`src/rtl/dbg_resume_pkg.sv`:
```
package dbg_resume_pkg;

  typedef enum logic [2:0] {
    ST_IDLE  = 3'd0,
    ST_LOAD  = 3'd1,
    ST_CHECK = 3'd2,
    ST_ISSUE = 3'd3,
    ST_FETCH = 3'd4
  } rsm_state_e;

  localparam logic [31:0] NOP_WORD_DEF = 32'h6000_0000;

endpackage

```
`src/rtl/resume_restore_dp.sv`:
```
module resume_restore_dp #(
  parameter int          XLEN       = 32,
  parameter int          OFST_W     = 2,
  parameter int          STAT_W     = 6,
  parameter int          BP_LO      = 2,
  parameter int          BP_HI      = 5,
  parameter int          INSN_SHIFT = 2,
  parameter logic [XLEN-1:0] NOP_WORD = 32'h6000_0000
) (
  input  logic              clk,
  input  logic              rst,
  input  logic              cap_en,
  input  logic              corr_en,
  input  logic              fetch_en,
  input  logic [XLEN-1:0]   snap_pc,
  input  logic [XLEN-1:0]   snap_ir,
  input  logic              snap_pcinv,
  input  logic [OFST_W-1:0] snap_ofst,
  input  logic [STAT_W-1:0] snap_stat,
  input  logic [XLEN-1:0]   recov_pc,
  input  logic [XLEN-1:0]   recov_ir,
  output logic [XLEN-1:0]   out_pc,
  output logic [XLEN-1:0]   out_ir,
  output logic [STAT_W-1:0] out_stat,
  output logic [XLEN-1:0]   out_fetch_addr,
  output logic              out_adjusted
);

  localparam logic [XLEN-1:0] STEP = XLEN'(1) << INSN_SHIFT;

  logic [XLEN-1:0]   cap_pc, cap_ir, cap_rpc, cap_rir;
  logic              cap_pcinv;
  logic [OFST_W-1:0] cap_ofst;
  logic [STAT_W-1:0] cap_stat;

  logic              do_adjust;
  logic [XLEN-1:0]   back_off;
  logic [XLEN-1:0]   nxt_pc, nxt_ir;
  logic [STAT_W-1:0] nxt_stat;

  // Snapshot capture, only in the accepting cycle
  always_ff @(posedge clk) begin
    if (rst) begin
      cap_pc    <= '0;
      cap_ir    <= '0;
      cap_rpc   <= '0;
      cap_rir   <= '0;
      cap_pcinv <= 1'b0;
      cap_ofst  <= '0;
      cap_stat  <= '0;
    end else if (cap_en) begin
      cap_pc    <= snap_pc;
      cap_ir    <= snap_ir;
      cap_rpc   <= recov_pc;
      cap_rir   <= recov_ir;
      cap_pcinv <= snap_pcinv;
      cap_ofst  <= snap_ofst;
      cap_stat  <= snap_stat;
    end
  end

  assign do_adjust = !cap_pcinv && (cap_ofst != '0);
  assign back_off  = XLEN'(cap_ofst) << INSN_SHIFT;

  // Restore selection: recovery, offset correction or plain restore
  always_comb begin
    nxt_pc   = cap_pc;
    nxt_ir   = cap_ir;
    nxt_stat = cap_stat;
    if (cap_pcinv) begin
      nxt_pc = cap_rpc;
      nxt_ir = cap_rir;
    end else if (do_adjust) begin
      nxt_pc = cap_pc - back_off;
      nxt_ir = NOP_WORD;
      for (int b = BP_LO; b <= BP_HI; b++) nxt_stat[b] = 1'b0;
    end
  end

  always_ff @(posedge clk) begin
    if (rst) begin
      out_pc       <= '0;
      out_ir       <= '0;
      out_stat     <= '0;
      out_adjusted <= 1'b0;
    end else if (corr_en) begin
      out_pc       <= nxt_pc;
      out_ir       <= nxt_ir;
      out_stat     <= nxt_stat;
      out_adjusted <= do_adjust;
    end
  end

  always_ff @(posedge clk) begin
    if (rst)           out_fetch_addr <= '0;
    else if (fetch_en) out_fetch_addr <= out_pc + STEP;
  end

  // an adjusted restore leaves no breakpoint status behind
  a_r6_adjust_clears: assert property (@(posedge clk) disable iff (rst)
    out_adjusted |-> (out_stat[BP_HI:BP_LO] == '0));

  // an adjusted restore always carries the no-operation word
  a_r4_adjust_nop: assert property (@(posedge clk) disable iff (rst)
    out_adjusted |-> (out_ir == NOP_WORD));

endmodule

```
`src/rtl/resume_reentry_chk.sv`:
```
module resume_reentry_chk #(
  parameter int STAT_W = 6,
  parameter int BP_LO  = 2,
  parameter int BP_HI  = 5
) (
  input  logic [STAT_W-1:0] stat,
  output logic              need_reentry
);

  localparam int BP_N = BP_HI - BP_LO + 1;

  logic [BP_N-1:0] bp_bits;

  generate
    for (genvar g = 0; g < BP_N; g++) begin : g_bp
      assign bp_bits[g] = stat[BP_LO + g];
    end
  endgenerate

  assign need_reentry = |bp_bits;

endmodule

```
`src/rtl/resume_seq_fsm.sv`:
```
module resume_seq_fsm
  import dbg_resume_pkg::*;
(
  input  logic clk,
  input  logic rst,
  input  logic go_i,
  input  logic need_reentry,
  output logic cap_en,
  output logic corr_en,
  output logic fetch_en,
  output logic halted_q,
  output logic reenter_q,
  output logic issue_q,
  output logic fetch_q
);

  rsm_state_e state, nxt;

  always_comb begin
    nxt = state;
    unique case (state)
      ST_IDLE:  if (go_i) nxt = ST_LOAD;
      ST_LOAD:  nxt = ST_CHECK;
      ST_CHECK: nxt = need_reentry ? ST_IDLE : ST_ISSUE;
      ST_ISSUE: nxt = ST_FETCH;
      ST_FETCH: nxt = ST_IDLE;
      default:  nxt = ST_IDLE;
    endcase
  end

  assign cap_en   = (state == ST_IDLE) && go_i;
  assign corr_en  = (state == ST_LOAD);
  assign fetch_en = (state == ST_ISSUE);

  always_ff @(posedge clk) begin
    if (rst) begin
      state     <= ST_IDLE;
      halted_q  <= 1'b1;
      reenter_q <= 1'b0;
      issue_q   <= 1'b0;
      fetch_q   <= 1'b0;
    end else begin
      state     <= nxt;
      halted_q  <= (nxt == ST_IDLE);
      reenter_q <= (state == ST_CHECK) && need_reentry;
      issue_q   <= (nxt == ST_ISSUE);
      fetch_q   <= (nxt == ST_FETCH);
    end
  end

  // a load phase starts only from the halted state with a strobe
  a_r2_load_from_idle: assert property (@(posedge clk) disable iff (rst)
    (state == ST_LOAD) |-> ($past(state) == ST_IDLE && $past(go_i)));

  // every issue is followed by exactly one fetch
  a_r8_fetch_follows_issue: assert property (@(posedge clk) disable iff (rst)
    issue_q |=> (fetch_q && !issue_q));

  // halted again right after the fetch cycle
  a_r9_halt_after_fetch: assert property (@(posedge clk) disable iff (rst)
    fetch_q |=> halted_q);

  // at most one of the resume outputs at a time; re-entry is halted
  a_r7_exclusive: assert property (@(posedge clk) disable iff (rst)
    $onehot0({reenter_q, issue_q, fetch_q}));

  a_r7_reenter_halted: assert property (@(posedge clk) disable iff (rst)
    reenter_q |-> (halted_q && !$past(reenter_q)));

endmodule

```
`src/rtl/dbg_resume_ctrl.sv`:
```
module dbg_resume_ctrl
  import dbg_resume_pkg::*;
#(
  parameter int XLEN       = 32,
  parameter int OFST_W     = 2,
  parameter int STAT_W     = 6,
  parameter int BP_LO      = 2,
  parameter int BP_HI      = 5,
  parameter int INSN_SHIFT = 2
) (
  input  logic              clk,
  input  logic              rst,
  input  logic              go_exit_i,
  input  logic [XLEN-1:0]   snap_pc_i,
  input  logic [XLEN-1:0]   snap_ir_i,
  input  logic              snap_pcinv_i,
  input  logic [OFST_W-1:0] snap_ofst_i,
  input  logic [STAT_W-1:0] snap_stat_i,
  input  logic [XLEN-1:0]   recov_pc_i,
  input  logic [XLEN-1:0]   recov_ir_i,
  output logic              halted_o,
  output logic              reenter_o,
  output logic              issue_valid_o,
  output logic [XLEN-1:0]   issue_pc_o,
  output logic [XLEN-1:0]   issue_ir_o,
  output logic              fetch_req_o,
  output logic [XLEN-1:0]   fetch_addr_o,
  output logic [STAT_W-1:0] exit_stat_o
);

  localparam logic [XLEN-1:0] STEP = XLEN'(1) << INSN_SHIFT;

  logic cap_en, corr_en, fetch_en, need_reentry, adjusted;

  resume_seq_fsm u_fsm (
    .clk          (clk),
    .rst          (rst),
    .go_i         (go_exit_i),
    .need_reentry (need_reentry),
    .cap_en       (cap_en),
    .corr_en      (corr_en),
    .fetch_en     (fetch_en),
    .halted_q     (halted_o),
    .reenter_q    (reenter_o),
    .issue_q      (issue_valid_o),
    .fetch_q      (fetch_req_o)
  );

  resume_restore_dp #(
    .XLEN       (XLEN),
    .OFST_W     (OFST_W),
    .STAT_W     (STAT_W),
    .BP_LO      (BP_LO),
    .BP_HI      (BP_HI),
    .INSN_SHIFT (INSN_SHIFT),
    .NOP_WORD   (XLEN'(NOP_WORD_DEF))
  ) u_dp (
    .clk            (clk),
    .rst            (rst),
    .cap_en         (cap_en),
    .corr_en        (corr_en),
    .fetch_en       (fetch_en),
    .snap_pc        (snap_pc_i),
    .snap_ir        (snap_ir_i),
    .snap_pcinv     (snap_pcinv_i),
    .snap_ofst      (snap_ofst_i),
    .snap_stat      (snap_stat_i),
    .recov_pc       (recov_pc_i),
    .recov_ir       (recov_ir_i),
    .out_pc         (issue_pc_o),
    .out_ir         (issue_ir_o),
    .out_stat       (exit_stat_o),
    .out_fetch_addr (fetch_addr_o),
    .out_adjusted   (adjusted)
  );

  resume_reentry_chk #(
    .STAT_W (STAT_W),
    .BP_LO  (BP_LO),
    .BP_HI  (BP_HI)
  ) u_chk (
    .stat         (exit_stat_o),
    .need_reentry (need_reentry)
  );

  // fetch address is the issued PC plus one instruction
  a_r8_fetch_addr: assert property (@(posedge clk) disable iff (rst)
    fetch_req_o |-> (fetch_addr_o == issue_pc_o + STEP));

  // re-entry is only signalled with breakpoint status still pending
  a_r7_reenter_cause: assert property (@(posedge clk) disable iff (rst)
    reenter_o |-> (exit_stat_o[BP_HI:BP_LO] != '0));

  // an adjusted exit never re-enters
  a_r6_adjusted_no_reenter: assert property (@(posedge clk) disable iff (rst)
    adjusted |-> !reenter_o);

endmodule

```
`config.mk`:
```
export PLATFORM = sky130hd
export DESIGN_NAME = dbg_resume_ctrl
export DESIGN_NICKNAME = d
export VERILOG_FILES = /design/src/rtl/dbg_resume_pkg.sv /design/src/rtl/resume_restore_dp.sv /design/src/rtl/resume_reentry_chk.sv /design/src/rtl/resume_seq_fsm.sv /design/src/rtl/dbg_resume_ctrl.sv
export SDC_FILE = /design/constraint.sdc
export NUM_CORES = 1
export LEC_CHECK = 0
export BUFFER_PORTS_ARGS = -buffer_cell sky130_fd_sc_hd__buf_2
export CAP_MARGIN = 25
export CORE_UTILIZATION = 25
export CTS_BUF_LIST = sky130_fd_sc_hd__clkbuf_2 sky130_fd_sc_hd__clkbuf_4 sky130_fd_sc_hd__clkbuf_8
export DETAILED_ROUTE_END_ITERATION = 8
export MAX_ROUTING_LAYER = met4
export PLACE_DENSITY = 0.41
export SLEW_MARGIN = 20
export SYNTH_ARGS = -nofsm -noshare
export SYNTH_HDL_FRONTEND = slang
export SYNTH_SLANG_ARGS = --single-unit
export TNS_END_PERCENT = 20
```
`constraint.sdc`:
```
create_clock -name clk -period 3.88 [get_ports clk]
set_input_delay 0.388 -clock clk [delete_from_list [all_inputs] [get_ports clk]]
set_output_delay 0.388 -clock clk [all_outputs]
set_load 0.01 [all_outputs]
```
==> impl_metrics.ini, run 1 <==
[yosys]
async_reset_ff_share_pct = 0
synth_edf_count = 0
ys_seq_area_share_pct = 49.7
yosysTopAreaCellShare_pct = 49.7
avgSynthCellArea_um2 = 8.07
synthCells = 1227
synth_warnings = 0
yosys.cell_types.count = 46
synthTopCellsByArea = dfxtp_1 (50%), nand2_1 (12%), a21oi_1 (8.5%)
ys_ff_latch = 246
yosysTopAreaCell = dfxtp_1
syn-num-nets = 1371
mappedNetlistArea_um2 = 9900
synthFlopType = dfxtp_1

[placed_design]
dp_hpwl_mm = 23.2
io_buffers = 245
place.gp.congestion = 0.745
post-place-ws_ns = 1.34

[worst_setup_path]
reg2reg_slack_ns = 1.30
arrival_ns = 3.09
cp_top_family = simple AND/OR/NAND/NOR gates
cp_num_buf_inv = 1
reg2reg_depth = 7
path_cells = inv_1 -> ha_1 -> nand2b_1 -> nand4_1 -> nor4_1 -> xnor2_1 -> a211oi_1
worst-path-max-fanout = 13
r2r-start = u_dp.cap_ofst[1]$_SDFFE_PP0P_
crit_required_ns = 4.39
reg2reg_to = u_dp.out_pc[17]$_SDFFE_PP0P_
slowest_stage = nand4_1
critPathKind = flip-flop to flip-flop
crit_path_end_kind = flip-flop
worstSetupStartpointType = flip-flop
cp.depth = 7
cpPeakStageDelay_ns = 0.69

[routing]
postRouteAntennaNets = 0
wirelength_mm = 35.9
drc = 0
vias_per_cell = 4.72
first_pass_iters = 5
route.vias.total = 9858
wire_per_inst_um = 17.2
drtIter0Drc = 445

[sta]
slew_viol_final = 0
setup-violations-final = 0
min_period_ns = 2.58
clock_skew_ns = 0.0349
hold_ws_ns = 0.0431
worstMarginPinSlew_ns = 0.979
hold_violations = 0
rsz0062_at_grt = no
period_share_pct = 66.4
tns_ns = 0
maxSlewHeadroom_pct = 34.6
timing.fmax_mhz = 388
final.setup.worst_slack_ns = 1.30

[clock_tree]
htreeDepth = 2
tritoncts = yes
postCtsSetupBuffers = 0
numCtsBuffers = 48
cts_max_path_buffers = 3
cts.clk_slew.worst_paths_ns = 0.06
cts_root_buf = clkbuf_8
cts_num_sinks = 246
clock_latency_ns = 0.62

[pwr]
intPower_w = 0.00478
p_per_area_nw_per_um2 = 500
switching_share_pct = 29.6
p_seq_share_pct = 42.7
power_frac_comb_pct = 16.2
p_clk_share_pct = 41.0
p_sw_w = 0.00201
peakVddDrop_v = 0.000267
p_leak_nw = 5.45

[grt]
antenna_found_initial = 2
grt_pass1_vias = 9723
grt_max_degree = 140
overflow = 0
grt_pass1_wl_mm = 55.8
grt_use_total_pct = 18.1

[die]
start_util_pct = 25.5
die_y_um = 201
rows = 72
ios = 246
core_um2 = 38800
floorplan.die.width_um = 201
die_area_um2 = 40400

[final_layout]
diodes = 0
fillCellCount = 4202
area_growth_pct = 37.0
multi_input_area_um2 = 4610
drive_above_1_share_pct = 22.6
nNetsFinal = 1680
regArea_um2 = 4930

[flow_run]
drv_cap = 0

[worst_hold_path]
hold_depth = 3
min_to = u_dp.cap_ofst[1]$_SDFFE_PP0P_
min_path_type = primary input to flip-flop
hp-start = snap_ofst_i[1]

[run_status]
status = finished clean
power groups by stage:
stage / Sequential [W] / Combinational, W / Clock (W)
4_1_cts: 0.00290 / 0.00112 / 0.00288
2_1_floorplan: 0.00293 / 0.000625 / 0
5_1_grt: 0.00293 / 0.00123 / 0.00299
6_report: 0.00290 / 0.00110 / 0.00279
3_5_place_dp: 0.00296 / 0.00105 / 0
3_3_place_gp: 0.00295 / 0.00104 / 0
layout make-up:
class                      count  share of cell area (%)
clock buffer                  80                    7.10
clock inverter                 6                   0.452
inverter                       7                   0.194
multi-input combinational    878                    34.0
sequential                   246                    36.3
tap                          518                    4.78
timing repair buffer         355                    17.2
stage by stage:
stage	std cells	cell area [um^2]	utilization [%]	total power, W
2_1_floorplan	1227	9900	-	0.00356
3_3_place_gp	1905	11600	29.8	0.00399
3_5_place_dp	1905	11600	29.8	0.00400
4_1_cts	2090	13600	35.0	0.00691
5_1_grt	2090	13600	35.0	0.00715
6_report	2090	13600	35.0	0.00679
worst max path at each step:
stage                                    to                           from
2_1_floorplan  u_dp.out_pc[31]$_SDFFE_PP0P_   u_dp.cap_pc[20]$_SDFFE_PP0P_
3_3_place_gp   u_dp.out_pc[17]$_SDFFE_PP0P_  u_dp.cap_ofst[1]$_SDFFE_PP0P_
3_5_place_dp   u_dp.out_pc[17]$_SDFFE_PP0P_  u_dp.cap_ofst[1]$_SDFFE_PP0P_
4_1_cts        u_dp.out_pc[17]$_SDFFE_PP0P_  u_dp.cap_ofst[1]$_SDFFE_PP0P_
5_1_grt        u_dp.out_pc[17]$_SDFFE_PP0P_  u_dp.cap_ofst[1]$_SDFFE_PP0P_
6_report       u_dp.out_pc[17]$_SDFFE_PP0P_  u_dp.cap_ofst[1]$_SDFFE_PP0P_
cell families (layout without fill, tap and decap cells):
family / count (synthesis) / in the layout / share of synthesized area, %
adder cells (fa/ha/maj): 4 / 4 / 0.581
AND/OR/NAND/NOR: 542 / 542 / 24.0
XOR/XNOR: 52 / 52 / 4.60
multiplexers: 2 / 2 / 0.202
buffers and inverters: 103 / 448 / 3.99
AO/OA/AOI/OAI: 278 / 278 / 16.9
flip-flops: 246 / 246 / 49.7
synth_stat cells (all sizes together), types with 7 or more instances:
cell type / n
dfxtp: 246
nor4: 16
a221oi: 31
and3: 23
clkbuf: 90
nor3: 42
or3: 9
o22ai: 17
nand2: 306
nor2: 91
xnor2: 31
nand3: 19
o21ai: 8
a21oi: 168
nand4: 11
a211oi: 36
xor2: 21
inv: 7
worst min-delay path, cell delays in order:
cell and delay (ns):
buf_2 0.10, nand2_1 0.05, a21oi_1 0.05
cells in the final DEF, fill, tap and decap left out, types with 17 or more instances in the layout:
cell,count
a211oi_1,36
a21oi_1,168
a221oi_1,31
and3_1,23
buf_2,244
clkbuf_4,22
clkbuf_8,59
dfxtp_1,245
dlygate4sd3_1,99
nand2_1,306
nand3_1,19
nor2_1,89
nor3_1,42
o22ai_1,17
xnor2_1,31
xor2_1,21
routing by layer:
metal  part of all wire, %  up-vias  GRT usage (%)  wire length, um
met5                     0        -              -                0
met4                   2.6        0           6.68              928
met2                    45      260           27.7            16300
met1                    47     4656           23.8            16900
met3                   4.9       64           3.18             1760
li1                      -     4878              -                -
state kept, by name, indices dropped and copies added (netlist names), 3 cells and up:
name	cells
u_dp.cap_stat	6
u_dp.cap_rir	32
u_dp.cap_ir	32
u_dp.cap_rpc	32
u_dp.cap_pc	32
u_dp.out_stat	6
u_dp.out_pc	32
u_fsm.state	3
u_dp.out_ir	32
u_dp.out_fetch_addr	32
what timing repair did:
item                                   CTS  global route
endpoints found under the hold margin   99             0
hold buffers                            99             0
gates resized for setup                  0             0
Note: power is estimated with default switching activity, not from simulation.
==> run 2: changes to the inputs <==
- ABC_AREA: not set -> 1
- PLACE_DENSITY: 0.41 -> 0.4
- clock period: 3.88 -> 2.6 ns (I/O delays scaled with it)
==> impl_metrics.ini, run 2 <==
[worst_hold_path]
hp-start = rst
min_path_type = primary input to flip-flop

[worst_setup_path]
arrival_ns = 2.55
crit_required_ns = 3.14
critPathKind = flip-flop to flip-flop
path_cells = nor2_1 -> nand2_4 -> inv_2 -> buf_4 -> o21ai_0 -> a21oi_1
worstSetupStartpointType = flip-flop
crit_path_end_kind = flip-flop
worst-path-max-fanout = 30
slowest_stage = inv_2
r2r-start = u_fsm.state[2]$_SDFF_PP0_
cpPeakStageDelay_ns = 0.48
startpoint = u_fsm.state[2]$_SDFF_PP0_

[routing]
wire_per_inst_um = 16.9
route.vias.total = 11000
drtIter0Drc = 451
vias_per_cell = 4.51
first_pass_iters = 5
drc = 0
postRouteAntennaNets = 0
wirelength_mm = 41.1

[clock_tree]
postCtsSetupBuffers = 0
clock_latency_ns = 0.62
cts_root_buf = clkbuf_8
cts_num_sinks = 246
tritoncts = yes
cts.repair.resized = 0
cts_max_path_buffers = 3
htreeDepth = 2
cts.clk_slew.worst_paths_ns = 0.06
numCtsBuffers = 48

[sta]
slew_viol_final = 0
worstMarginPinSlew_ns = 0.928
timing.fmax_mhz = 497
setup-violations-final = 0
clock_skew_ns = 0.0231
hold_violations = 0
hold_ws_ns = 0.0486
rsz0062_at_grt = no
min_period_ns = 2.01
maxSlewHeadroom_pct = 37.6
tns_ns = 0
period_share_pct = 77.3

[pwr]
peakVddDrop_v = 0.000351
p_leak_nw = 6.66
p_per_area_nw_per_um2 = 707

[yosys]
syn-num-nets = 1635
synth_warnings = 0
synthCells = 1491
mappedNetlistArea_um2 = 10600
yosysMostFrequentCell = nor2_1
synth_compound_area_share_pct = 20.1
avgSynthCellArea_um2 = 7.13
synth_xor_area_share_pct = 1.65
async_reset_ff_share_pct = 0
ys_ff_latch = 246
synth_top_family_by_area = simple AND/OR/NAND/NOR gates
synth_mux_area_share_pct = 0
synthAdderAreaFrac_pct = 0.542
yosys.cell_types.count = 40
synth_simple_gate_area_share_pct = 23.8
synth_edf_count = 0
yosysTopAreaCellShare_pct = 46.3
synthTopCellsByCount = nor2_1 (295), dfxtp_1 (246), o21ai_0 (221)
synthTopCellsByArea = dfxtp_1 (46%), nor2_1 (10%), o21ai_0 (10%)
synthFlopType = dfxtp_1
ys_seq_area_share_pct = 46.3
yosysTopAreaCell = dfxtp_1

[placed_design]
io_buffers = 245
place.gp.congestion = 0.881
dp_hpwl_mm = 28.4

[final_layout]
most-common-layout-cells = nor2_1 (294), buf_2 (245), dfxtp_1 (245)
fillCellCount = 4596
final_core_util_pct = 35.2
nNetsFinal = 2000
layout_commonest_cell = nor2_1
drive_above_1_share_pct = 20.7
area_growth_pct = 39.0

[grt]
overflow = 0
grt_use_total_pct = 19.6
grt_max_degree = 144
antenna_found_initial = 6
grt_pass1_vias = 11400
grt_pass1_wl_mm = 63.9

[flow_run]
drv_cap = 0

[die]
rows = 75
start_util_pct = 25.3
die_area_um2 = 43300
die_y_um = 208
core_um2 = 41900
ios = 246
floorplan.die.width_um = 208

[run_status]
status = finished clean
==> run 2: logic make-up after synthesis <==
kind of cell	count (synthesis)
AND/OR/NAND/NOR	595
AO/OA/AOI/OAI	420
buffers and inverters	206
flip-flops	246
adder cells (fa/ha/maj)	4
XOR/XNOR	20
==> run 2: critical path: cells and delay by family, from the launching register on <==
family,cells,cell delay (ns)
AO/OA/AOI/OAI,2,0.23
buffers and inverters,2,0.81
flip-flops,1,0.35
AND/OR/NAND/NOR,2,0.53
==> run 2: timing repair <==
item	4_1_cts	5_1_grt
endpoints found under the hold margin	137	0
endpoints found under the setup margin	0	0
hold buffers	137	0
==> run 2: per-stage QoR <==
stage | cell area (um^2) | power, W | cells | setup slack, ns
6_report | 14800 | 0.0104 | 2433 | 0.589
5_1_grt | 14800 | 0.0111 | 2433 | 0.372
4_1_cts | 14700 | 0.0107 | 2427 | 0.551
3_5_place_dp | 12400 | 0.00643 | 2208 | 0.588
3_3_place_gp | 12400 | 0.00642 | 2208 | 0.655
2_1_floorplan | 10600 | 0.00559 | 1491 | 0.964
==> run 2: where the power goes <==
part / internal, W / switching [W] / total [W]
logic: 0.000756 / 0.00126 / 0.00202
registers: 0.00416 / 0.000296 / 0.00445
clock network: 0.00225 / 0.00171 / 0.00397
total: 0.00717 / 0.00327 / 0.0104
==> run 2: layer usage <==
layer	vias to the layer above	wire length, um	global-route usage, %
li1	5618	-	-
met3	67	2220	4.65
met1	5018	18100	22.5
met5	-	0	-
met2	265	19800	33.3
met4	0	968	6.59
==> run 2: worst paths after layout <==
kind | depth (start not counted) | slack, ns | endpoint
worst max-delay path | 6 | 0.59 | u_dp.out_ir[24]$_SDFFE_PP0P_
worst min-delay path | 4 | 0.05 | u_dp.out_pc[15]$_SDFFE_PP0P_
worst max register to register | 6 | 0.59 | u_dp.out_ir[24]$_SDFFE_PP0P_
worst min register to register | 2 | 0.45 | u_dp.out_ir[19]$_SDFFE_PP0P_
==> run 2: layout make-up <==
class	instances	area (um^2)	area share [%]
diodes	6	15.0	0.102
well taps	539	674	4.57
clock buffers	77	935	6.33
multi-input cells	1039	4920	33.4
flip-flops and latches	246	4930	33.4
inverters	116	439	2.97
repair buffers	405	2820	19.1
clock inverters	5	30.0	0.203
==> run 3: changes to the inputs <==
- ABC_AREA: 1 -> 0
- PLACE_DENSITY: 0.4 -> 0.41
- clock period: 2.6 -> 1.92 ns (I/O delays scaled with it)
==> impl_metrics.ini, run 3 (synthesis results as in run 1) <==
[placed_design]
place.gp.congestion = 0.799
io_buffers = 245
dp_hpwl_mm = 24.5
post-place-ws_ns = -0.0106

[worst_setup_path]
critPathKind = flip-flop to flip-flop
crit_required_ns = 2.40
worstSetupStartpointType = flip-flop
crit_path_end_kind = flip-flop
path_cells = or4_4 -> or4_4 -> nor4b_4 -> xnor2_1 -> o22ai_1
reg2reg_slack_ns = -0.007
slowest_stage = or4_4
arrival_ns = 2.40
cp.depth = 5
cpPeakStageDelay_ns = 0.54
crit_top_cell = or4_4
reg2reg_depth = 5
worst-path-max-fanout = 3
cp_num_buf_inv = 0
cp_top_family = simple AND/OR/NAND/NOR gates

[grt]
grt_use_total_pct = 18.5
grt_pass1_wl_mm = 57.2
antenna_found_initial = 0
overflow = 0
grt_max_degree = 91
grt_pass1_vias = 10000

[routing]
drc = 0
first_pass_iters = 6
drtIter0Drc = 459
route.vias.total = 10200
vias_per_cell = 4.63
postRouteAntennaNets = 0
wire_per_inst_um = 16.7
wirelength_mm = 36.8

[run_status]
violations = negative setup slack
status = finished with violations

[sta]
rsz0062_at_grt = yes
tns_ns = -0.00747
setup-violations-final = 1
worstMarginPinSlew_ns = 0.464
hold_violations = 0
clock_skew_ns = 0.0271
timing.fmax_mhz = 519
period_share_pct = 100
maxSlewHeadroom_pct = 69.1
min_period_ns = 1.93
final.setup.worst_slack_ns = -0.00747
slew_viol_final = 0

[clock_tree]
htreeDepth = 2
cts_root_buf = clkbuf_8
cts_num_sinks = 246
tritoncts = yes
clock_latency_ns = 0.60
numCtsBuffers = 47
cts.clk_slew.worst_paths_ns = 0.06
cts_max_path_buffers = 3

[final_layout]
layout_commonest_cell = nand2_1
diodes = 0
final_core_util_pct = 37.8
most-common-layout-cells = nand2_1 (306), buf_2 (244), dfxtp_1 (244)
fillCellCount = 4127
area_growth_pct = 48.1
nNetsFinal = 1790
drive_above_1_share_pct = 25.9

[die]
die_area_um2 = 40400
core_um2 = 38800
ios = 246
start_util_pct = 25.5
floorplan.die.width_um = 201
rows = 72
die_y_um = 201

[worst_hold_path]
hold_depth = 3
min_path_type = primary input to flip-flop

[pwr]
p_leak_nw = 6.00
p_per_area_nw_per_um2 = 945
peakVddDrop_v = 0.000559

[flow_run]
drv_cap = 0
[run 3: changes by cell type in the layout (fill, tap and decap cells not counted), sizes merged, moves of 31 or more]
cell,change
a221oi,+31
a211oi,+36
o21ai,-216
nand2,+112
buf,+59
inv,-106
nor2,-217
nand3,-43
nor3,+32
[run 3: worst register-to-register path, stage by stage, from the launching register on]
cell     delay (ns)
dfxtp_1        0.31
or4_4          0.54
or4_4          0.46
nor4b_4        0.28
xnor2_1        0.14
o22ai_1        0.09
[run 3: final cells by class]
| class | count | area (um^2) | area share (%) |
|---|---|---|---|
| Sequential cell | 246 | 4930 | 33.6 |
| Multi-Input combinational cell | 878 | 4670 | 31.8 |
| Timing Repair Buffer | 466 | 3410 | 23.3 |
| Clock buffer | 76 | 921 | 6.28 |
| Tap cell | 518 | 648 | 4.42 |
| Clock inverter | 5 | 58.8 | 0.401 |
| Inverter | 7 | 26.3 | 0.179 |
[run 3: power by group]
group,internal (W),total [W],switching [W]
logic,0.00114,0.00266,0.00152
clock network,0.00315,0.00542,0.00227
registers,0.00552,0.00578,0.000258
total,0.00981,0.0139,0.00405
[run 3: worst paths after layout]
check / end / start
hold reg to reg: u_dp.out_ir[29]$_SDFFE_PP0P_ / u_dp.out_ir[29]$_SDFFE_PP0P_
hold / removal: u_fsm.halted_q$_SDFF_PP1_ / go_exit_i
setup reg to reg: u_dp.out_pc[31]$_SDFFE_PP0P_ / u_dp.cap_pc[23]$_SDFFE_PP0P_
setup / recovery: u_dp.out_pc[31]$_SDFFE_PP0P_ / u_dp.cap_pc[23]$_SDFFE_PP0P_
[run 3: timing repair]
action                                 in CTS  in global routing
endpoints found under the hold margin     158                  0
setup endpoints to repair                   1                 21
hold buffers                              138                  0
buffers inserted                            0                  0
gates resized for setup                     1                 11
[run 3: metrics by stage]
stage | hold WS [ns] | power [W] | instances | instance area (um^2)
floorplan | 0.328 | 0.00719 | 1227 | 9900
global placement | 0.435 | 0.00833 | 1977 | 12200
detailed placement | 0.438 | 0.00835 | 1977 | 12200
CTS | 0.201 | 0.0141 | 2196 | 14600
global route | 0.241 | 0.0147 | 2196 | 14700
finish | 0.254 | 0.0139 | 2196 | 14700
[run 3: metal layers]
| layer | part of all wire [%] | GRT usage (%) | up-vias |
|---|---|---|---|
| met5 | 0 | - | - |
| met4 | 3.0 | 7.36 | 0 |
| met3 | 4.4 | 3.38 | 64 |
| met2 | 44 | 27.6 | 230 |
| met1 | 48 | 24.7 | 4792 |
| li1 | - | - | 5084 |
